### src/rtl/tsf_pkg.sv
package tsf_pkg;

  // Bit positions inside the three-wide neighbour buses.
  localparam int EDGE_A = 0;
  localparam int EDGE_C = 1;
  localparam int EDGE_D = 2;
  localparam int EDGE_W = 3;

  // Number of cell combinations anchored on one pivot cell.
  localparam int N_COMBO = 8;

  // Lane group base addresses in the configuration space.
  function automatic int lane_base_a(input int n); return 0;     endfunction
  function automatic int lane_base_b(input int n); return n;     endfunction
  function automatic int lane_base_c(input int n); return 2 * n; endfunction
  function automatic int lane_base_d(input int n); return 3 * n; endfunction

endpackage

### src/rtl/tsf_cfg_regs.sv
module tsf_cfg_regs #(
  parameter int NL = 132,
  parameter int AW = 8,
  parameter int CW = 4
) (
  input  logic                   clk,
  input  logic                   rst_n,
  input  logic                   cfg_we,
  input  logic [AW-1:0]          cfg_addr,
  input  logic [CW-1:0]          cfg_wdata,
  output logic [NL-1:0][CW-1:0]  dly_o,
  output logic [CW-1:0]          str_o
);

  localparam logic [AW-1:0] STR_ADDR = AW'(NL);

  logic [NL-1:0][CW-1:0] dly_q, dly_d;
  logic [CW-1:0]         str_q, str_d;
  logic                  dly_en, str_en;

  always_comb begin
    str_en = cfg_we && (cfg_addr == STR_ADDR);
    dly_en = cfg_we && (cfg_addr < STR_ADDR);
    dly_d  = dly_q;
    str_d  = str_q;
    if (str_en) str_d = cfg_wdata;
    if (dly_en) dly_d[cfg_addr] = cfg_wdata;
  end

  always_ff @(posedge clk or negedge rst_n) begin
    if (!rst_n) begin
      dly_q <= '0;
      str_q <= '0;
    end else begin
      if (dly_en) dly_q <= dly_d;
      if (str_en) str_q <= str_d;
    end
  end

  assign dly_o = dly_q;
  assign str_o = str_q;

endmodule

### src/rtl/tsf_lane.sv
module tsf_lane #(
  parameter int CW = 4
) (
  input  logic          clk,
  input  logic          rst_n,
  input  logic          hit_i,
  input  logic [CW-1:0] dly_i,
  input  logic [CW-1:0] str_i,
  output logic          hit_o
);

  localparam int DEPTH = (1 << CW) - 1;
  localparam int CNT_W = CW + 1;

  logic [DEPTH-1:0] sh_q, sh_d;
  logic [DEPTH:0]   taps;
  logic             tapped;
  logic [CNT_W-1:0] cnt_q, cnt_d;

  // Tap 0 is the undelayed hit, tap k the hit k clocks old.
  always_comb begin
    sh_d   = {sh_q[DEPTH-2:0], hit_i};
    taps   = {sh_q, hit_i};
    tapped = taps[dly_i];
  end

  // Retriggerable stretcher: every arriving hit reloads the full length.
  always_comb begin
    if (tapped)
      cnt_d = CNT_W'(str_i) + CNT_W'(1);
    else if (cnt_q != '0)
      cnt_d = cnt_q - CNT_W'(1);
    else
      cnt_d = cnt_q;
  end

  always_ff @(posedge clk or negedge rst_n) begin
    if (!rst_n) begin
      sh_q  <= '0;
      cnt_q <= '0;
    end else begin
      sh_q  <= sh_d;
      cnt_q <= cnt_d;
    end
  end

  assign hit_o = (cnt_q != '0);

endmodule

### src/rtl/tsf_match.sv
module tsf_match
  import tsf_pkg::*;
#(
  parameter int N = 32
) (
  input  logic [N:0]   a_x,
  input  logic [N-1:0] b_i,
  input  logic [N:0]   c_x,
  input  logic [N+1:0] d_x,
  output logic [N-1:0] strict_o,
  output logic [N-1:0] tol_o
);

  // Extended index e corresponds to cell e-1, so index 0 is the left edge
  // and d_x[N+1] is the right edge.
  for (genvar p = 0; p < N; p++) begin : g_pivot
    logic [N_COMBO-1:0] full4;
    logic [N_COMBO-1:0] any3;
    for (genvar k = 0; k < N_COMBO; k++) begin : g_combo
      localparam int AI = p + ((k >> 2) & 1);
      localparam int CI = p + ((k >> 1) & 1);
      localparam int DI = CI + (k & 1);
      logic ca, cb, cc, cd;
      assign ca = a_x[AI];
      assign cb = b_i[p];
      assign cc = c_x[CI];
      assign cd = d_x[DI];
      assign full4[k] = ca & cb & cc & cd;
      assign any3[k]  = (ca & cb & cc) | (ca & cb & cd) |
                        (ca & cc & cd) | (cb & cc & cd);
    end
    assign strict_o[p] = |full4;
    assign tol_o[p]    = |any3;
  end

endmodule

### src/rtl/dc_segment_finder.sv
module dc_segment_finder
  import tsf_pkg::*;
#(
  parameter  int N_PIVOT = 32,
  parameter  int CFG_W   = 4,
  localparam int NL      = 4 * N_PIVOT + 4,
  localparam int ADDR_W  = $clog2(NL + 1)
) (
  input  logic               clk,
  input  logic               rst_n,
  input  logic [N_PIVOT-1:0] hit_a,
  input  logic [N_PIVOT-1:0] hit_b,
  input  logic [N_PIVOT-1:0] hit_c,
  input  logic [N_PIVOT-1:0] hit_d,
  input  logic [EDGE_W-1:0]  nb_left_in,
  input  logic               nb_right_in,
  input  logic               cfg_we,
  input  logic [ADDR_W-1:0]  cfg_addr,
  input  logic [CFG_W-1:0]   cfg_wdata,
  output logic               nb_left_out,
  output logic [EDGE_W-1:0]  nb_right_out,
  output logic [N_PIVOT-1:0] seg_strict,
  output logic [N_PIVOT-1:0] seg_tol
);

  localparam int N      = N_PIVOT;
  localparam int BA     = lane_base_a(N);
  localparam int BB     = lane_base_b(N);
  localparam int BC     = lane_base_c(N);
  localparam int BD     = lane_base_d(N);
  localparam int L_EDGE = 4 * N;
  localparam int R_EDGE = 4 * N + EDGE_W;

  // Input register stage
  logic [NL-1:0] in_d, in_q;

  always_comb in_d = {nb_right_in, nb_left_in, hit_d, hit_c, hit_b, hit_a};

  always_ff @(posedge clk or negedge rst_n) begin
    if (!rst_n) in_q <= '0;
    else        in_q <= in_d;
  end

  assign nb_right_out = {in_q[BD + N - 1], in_q[BC + N - 1], in_q[BA + N - 1]};
  assign nb_left_out  = in_q[BD];

  // Configuration
  logic [NL-1:0][CFG_W-1:0] dly_cfg;
  logic [CFG_W-1:0]         str_code;

  tsf_cfg_regs #(.NL(NL), .AW(ADDR_W), .CW(CFG_W)) u_cfg (
    .clk       (clk),
    .rst_n     (rst_n),
    .cfg_we    (cfg_we),
    .cfg_addr  (cfg_addr),
    .cfg_wdata (cfg_wdata),
    .dly_o     (dly_cfg),
    .str_o     (str_code)
  );

  // Delay and stretch per line
  logic [NL-1:0] str_v;

  for (genvar g = 0; g < NL; g++) begin : g_lane
    tsf_lane #(.CW(CFG_W)) u_lane (
      .clk   (clk),
      .rst_n (rst_n),
      .hit_i (in_q[g]),
      .dly_i (dly_cfg[g]),
      .str_i (str_code),
      .hit_o (str_v[g])
    );
  end

  // Extended layer vectors, edge cells at both ends
  logic [N:0]   a_x;
  logic [N:0]   c_x;
  logic [N+1:0] d_x;
  logic [N-1:0] b_s;

  always_comb begin
    a_x = {str_v[BA +: N], str_v[L_EDGE + EDGE_A]};
    c_x = {str_v[BC +: N], str_v[L_EDGE + EDGE_C]};
    d_x = {str_v[R_EDGE], str_v[BD +: N], str_v[L_EDGE + EDGE_D]};
    b_s = str_v[BB +: N];
  end

  logic [N-1:0] strict_d, tol_d;

  tsf_match #(.N(N)) u_match (
    .a_x      (a_x),
    .b_i      (b_s),
    .c_x      (c_x),
    .d_x      (d_x),
    .strict_o (strict_d),
    .tol_o    (tol_d)
  );

  // Output register stage
  logic [N-1:0] strict_q, tol_q;

  always_ff @(posedge clk or negedge rst_n) begin
    if (!rst_n) begin
      strict_q <= '0;
      tol_q    <= '0;
    end else begin
      strict_q <= strict_d;
      tol_q    <= tol_d;
    end
  end

  assign seg_strict = strict_q;
  assign seg_tol    = tol_q;

endmodule

### config.mk
export PLATFORM = sky130hd
export DESIGN_NAME = dc_segment_finder
export DESIGN_NICKNAME = d
export VERILOG_FILES = /design/src/rtl/tsf_pkg.sv /design/src/rtl/tsf_cfg_regs.sv /design/src/rtl/tsf_lane.sv /design/src/rtl/tsf_match.sv /design/src/rtl/dc_segment_finder.sv
export SDC_FILE = /design/constraint.sdc
export NUM_CORES = 2
export LEC_CHECK = 0
export BUFFER_PORTS_ARGS = -buffer_cell sky130_fd_sc_hd__buf_2
export CAP_MARGIN = 20
export CORE_ASPECT_RATIO = 0.7
export CORE_MARGIN = 2
export CORE_UTILIZATION = 55
export DETAILED_ROUTE_END_ITERATION = 6
export PLACE_DENSITY = 0.71
export RECOVER_POWER = 25
export SLEW_MARGIN = 20
export SYNTH_ARGS = -nofsm -noshare
export SYNTH_HDL_FRONTEND = slang
export SYNTH_SLANG_ARGS = --single-unit
### constraint.sdc
create_clock -name clk -period 2.4 [get_ports clk]
set_input_delay 0 -clock clk [delete_from_list [all_inputs] [get_ports clk]]
set_output_delay 0 -clock clk [all_outputs]
set_load 0.02 [all_outputs]
==> reports/results.ini <==
[power_and_ir_drop]
ir_drop_v=0.000549
p_sw_mw=46.7
combPwrFrac=0.221
power_density_mw_per_mm2=1020
p_int_mw=109
pwr-share-clk=0.332
switching_share=0.300
p_leak_nw=69.6
seqPwrFrac=0.448

[min_path]
hold_class=input pin to flop

[timing]
slew_headroom=0.374
setup_tns_ps=0
rsz0062_at_grt=no
slew_viol_final=0
setup_viol=0
clock_skew_ps=34.6
fmax_mhz=431
finalCriticalPeriod_ps=2320
setup_slack_ps=79.6
post-route-period-util=0.967
worst_slew_pin_slew_ps=938
holdWs_ps=77.6
hold_violations=0

[clock_network]
cts-buffers-inserted=317
clk_pin_slew_ps=70
clockBufferDepth=4
clock_latency_ps=880
postCtsSetupRepairBufs=0
tritoncts=yes
cts_max_level=5
root_buffer=clkbuf_16
cts_sinks=3368

[detailed_routing]
vias_per_cell=5.79
wl_mm=306
wl_per_cell_um=23.7
ant_nets=0
drt-pass1-iter-count=5
route.detailed.drc=0
dr.first_iter.drc_count=6532
vias=74800

[synthesis]
async_flop_share=1.00
synth_seq_area_share=0.635
synth-seq-cells=3368
yosysWarnings=0
synthesis.nets=9037
ys_types=58
synth_edf_count=0
synth.avg_cell_area_um2=15.4
ys.flop_type=dfrtp_1
netlist_area_mm2=0.133
synthCells=8625

[floorplanning]
die_h_um=415
die_w_um=591
rows=150
die-area_mm2=0.245
core_mm2=0.239
start_util=0.555
ios=215

[place]
place_inst=12100
port_buffers=214
place_hpwl_mm=203
pre_cts_ws_ps=15.7
place.gp.congestion=0.871

[critical_path]
cp-start-kind=flop
endpoint_kind=flop
arrival_ps=3060
crit_fanout=3
cp_data_required_time_ps=3140
critPathKind=flop to flop

[cells_and_area]
finalNetCount=9895
area_growth_pct=15.3
stdcell_count=12900
drive_gt1_frac=0.212

[run]
drv_cap=0

[global_route]
antenna_found_initial=16
gr-total-overflow=0
grt_max_degree=166
grt_pass1_vias=78400
grt.total_usage=0.254
grt_pass1_wl_mm=479

[outcome]
outcome=finished clean

placed cells by master (no fill, tap or decap), types with 9 or more instances in the layout:
cell           Yosys  layout
and2_1            22      22
clkbuf_8           0      60
nor4b_1           54      54
clkinvlp_4         0       9
a21oi_1          361     361
mux4_1           394     394
dfrtp_1         3368    3367
clkbuf_16          0     325
mux2_2           799     799
o21ai_0           16      16
nand3_1           13      12
maj3_1            27      27
o21ai_2          132     132
a31oi_1           13      13
nor2_1           375     374
dlygate4sd3_1      0     279
nor2_4            16      16
nand2_1          597     597
or4b_2            33      33
buf_12             0      58
or3_1             82      82
buf_2              6     182
nor2b_1           86      86
clkbuf_1         149      81
bufinv_16          0      30
xnor2_1          143     142
ha_1             265     264
inv_1            267     267
mux4_2           134     134
clkinv_2           0      64
nor3_1           306     305
buf_4              9     165
inv_6              0      12
mux2i_1          649     649
xor2_1           175     174
nand3b_1          33      33
synthesized netlist by cell type, types with 7 or more instances:
library cell / number / area (um2)
dfrtp_1: 3368 / 84300
mux2_2: 799 / 9000
mux2i_1: 649 / 6500
nand2_1: 597 / 2240
mux4_1: 394 / 10400
nor2_1: 375 / 1410
a21oi_1: 361 / 1810
nor3_1: 306 / 1530
inv_1: 267 / 1000
ha_1: 265 / 3320
xor2_1: 175 / 1530
clkbuf_1: 149 / 559
xnor2_1: 143 / 1250
mux4_2: 134 / 3020
o21ai_2: 132 / 1160
nor2b_1: 86 / 538
or3_1: 82 / 513
nor4b_1: 54 / 473
nand3b_1: 33 / 248
or4b_2: 33 / 330
maj3_1: 27 / 270
and2_1: 22 / 138
nor2_4: 16 / 180
o21ai_0: 16 / 80.1
a31oi_1: 13 / 81.3
nand3_1: 13 / 65.1
buf_4: 9 / 67.6
clkbuf_2: 9 / 45.0
a21boi_0: 8 / 60.1
mux2_1: 8 / 90.1
nand2b_1: 7 / 43.8
flip-flops by register name (all words and copies together) (netlist names):
register,count
u_cfg.dly_o,528
seg_strict,32
in_q,132
g_lane.u_lane.cnt_q,660
u_cfg.str_o,4
seg_tol,32
g_lane.u_lane.sh_q,1980
stage by stage:
step / power, mW / util / area [um2]
6_report: 156 / 0.639 / 153000
5_1_grt: 164 / 0.639 / 153000
4_1_cts: 157 / 0.639 / 153000
3_5_place_dp: 104 / 0.583 / 140000
3_3_place_gp: 102 / 0.583 / 140000
2_1_floorplan: 93.4 / - / 133000
cells by family after synthesis:
logic type / count (synthesis) / synth area share
buffers and inverters: 443 / 0.0129
AOI/OAI and AO/OA: 554 / 0.0254
adders and majority gates: 292 / 0.0270
and+or+nand+nor: 1666 / 0.0610
DFF: 3368 / 0.635
xor gates and xnor gates: 318 / 0.0210
muxes: 1984 / 0.218
cell type report:
cell class | instances | area [um2]
Fill cell | 16700 | 86400
Sequential cell | 3368 | 84300
Multi-Input combinational cell | 4814 | 46900
Clock buffer | 440 | 9170
Timing Repair Buffer | 715 | 6250
Tap cell | 3192 | 3990
Clock inverter | 125 | 1530
Inverter | 267 | 1000
Antenna cell | 1 | 2.50
layer usage:
layer | up-vias | global-route usage | part of all wire
met5 | - | 0 | 0.000049
met4 | 2 | 0.0780 | 0.032
met3 | 495 | 0.0396 | 0.053
met2 | 1762 | 0.377 | 0.45
met1 | 39600 | 0.389 | 0.47
li1 | 32900 | - | -
path summary, 6_finish.rpt:
kind,depth (start not counted),from,endpoint,slack [ps]
max in group asynchronous,6,rst_n,g_lane[19].u_lane.sh_q[4],730
setup / recovery,7,g_lane[112].u_lane.cnt_q[0],seg_tol[16],80
hold reg to reg,0,g_lane[42].u_lane.sh_q[13],g_lane[42].u_lane.sh_q[14],350
setup reg to reg,7,g_lane[112].u_lane.cnt_q[0],seg_tol[16],80
hold / removal,3,cfg_wdata[1],u_cfg.dly_o[205],80
min in group asynchronous,4,rst_n,u_cfg.dly_o[467],450
critical path: stages, from the launching register on:
cell and delay (ps):
dfrtp_1 370, inv_1 120, ha_1 200, nor4b_1 500
buf_4 230, nand3_1 230, nor3_2 430, nor2_1 90
power by group through the flow:
stage	clock network [mW]	registers (mW)	logic, mW
global route	55.2	70.7	38.5
detailed placement	0	70.6	33.6
CTS	52.7	69.7	34.4
floorplan	0	69.0	24.4
global placement	0	70.2	32.2
finish	51.7	69.8	34.4
repair_timing:
action,CTS,global route
endpoints found under the hold margin,3954,0
hold buffers,280,0
endpoints found under the setup margin,1,0
resized for setup,1,0
(Power assumes the default switching activity.)
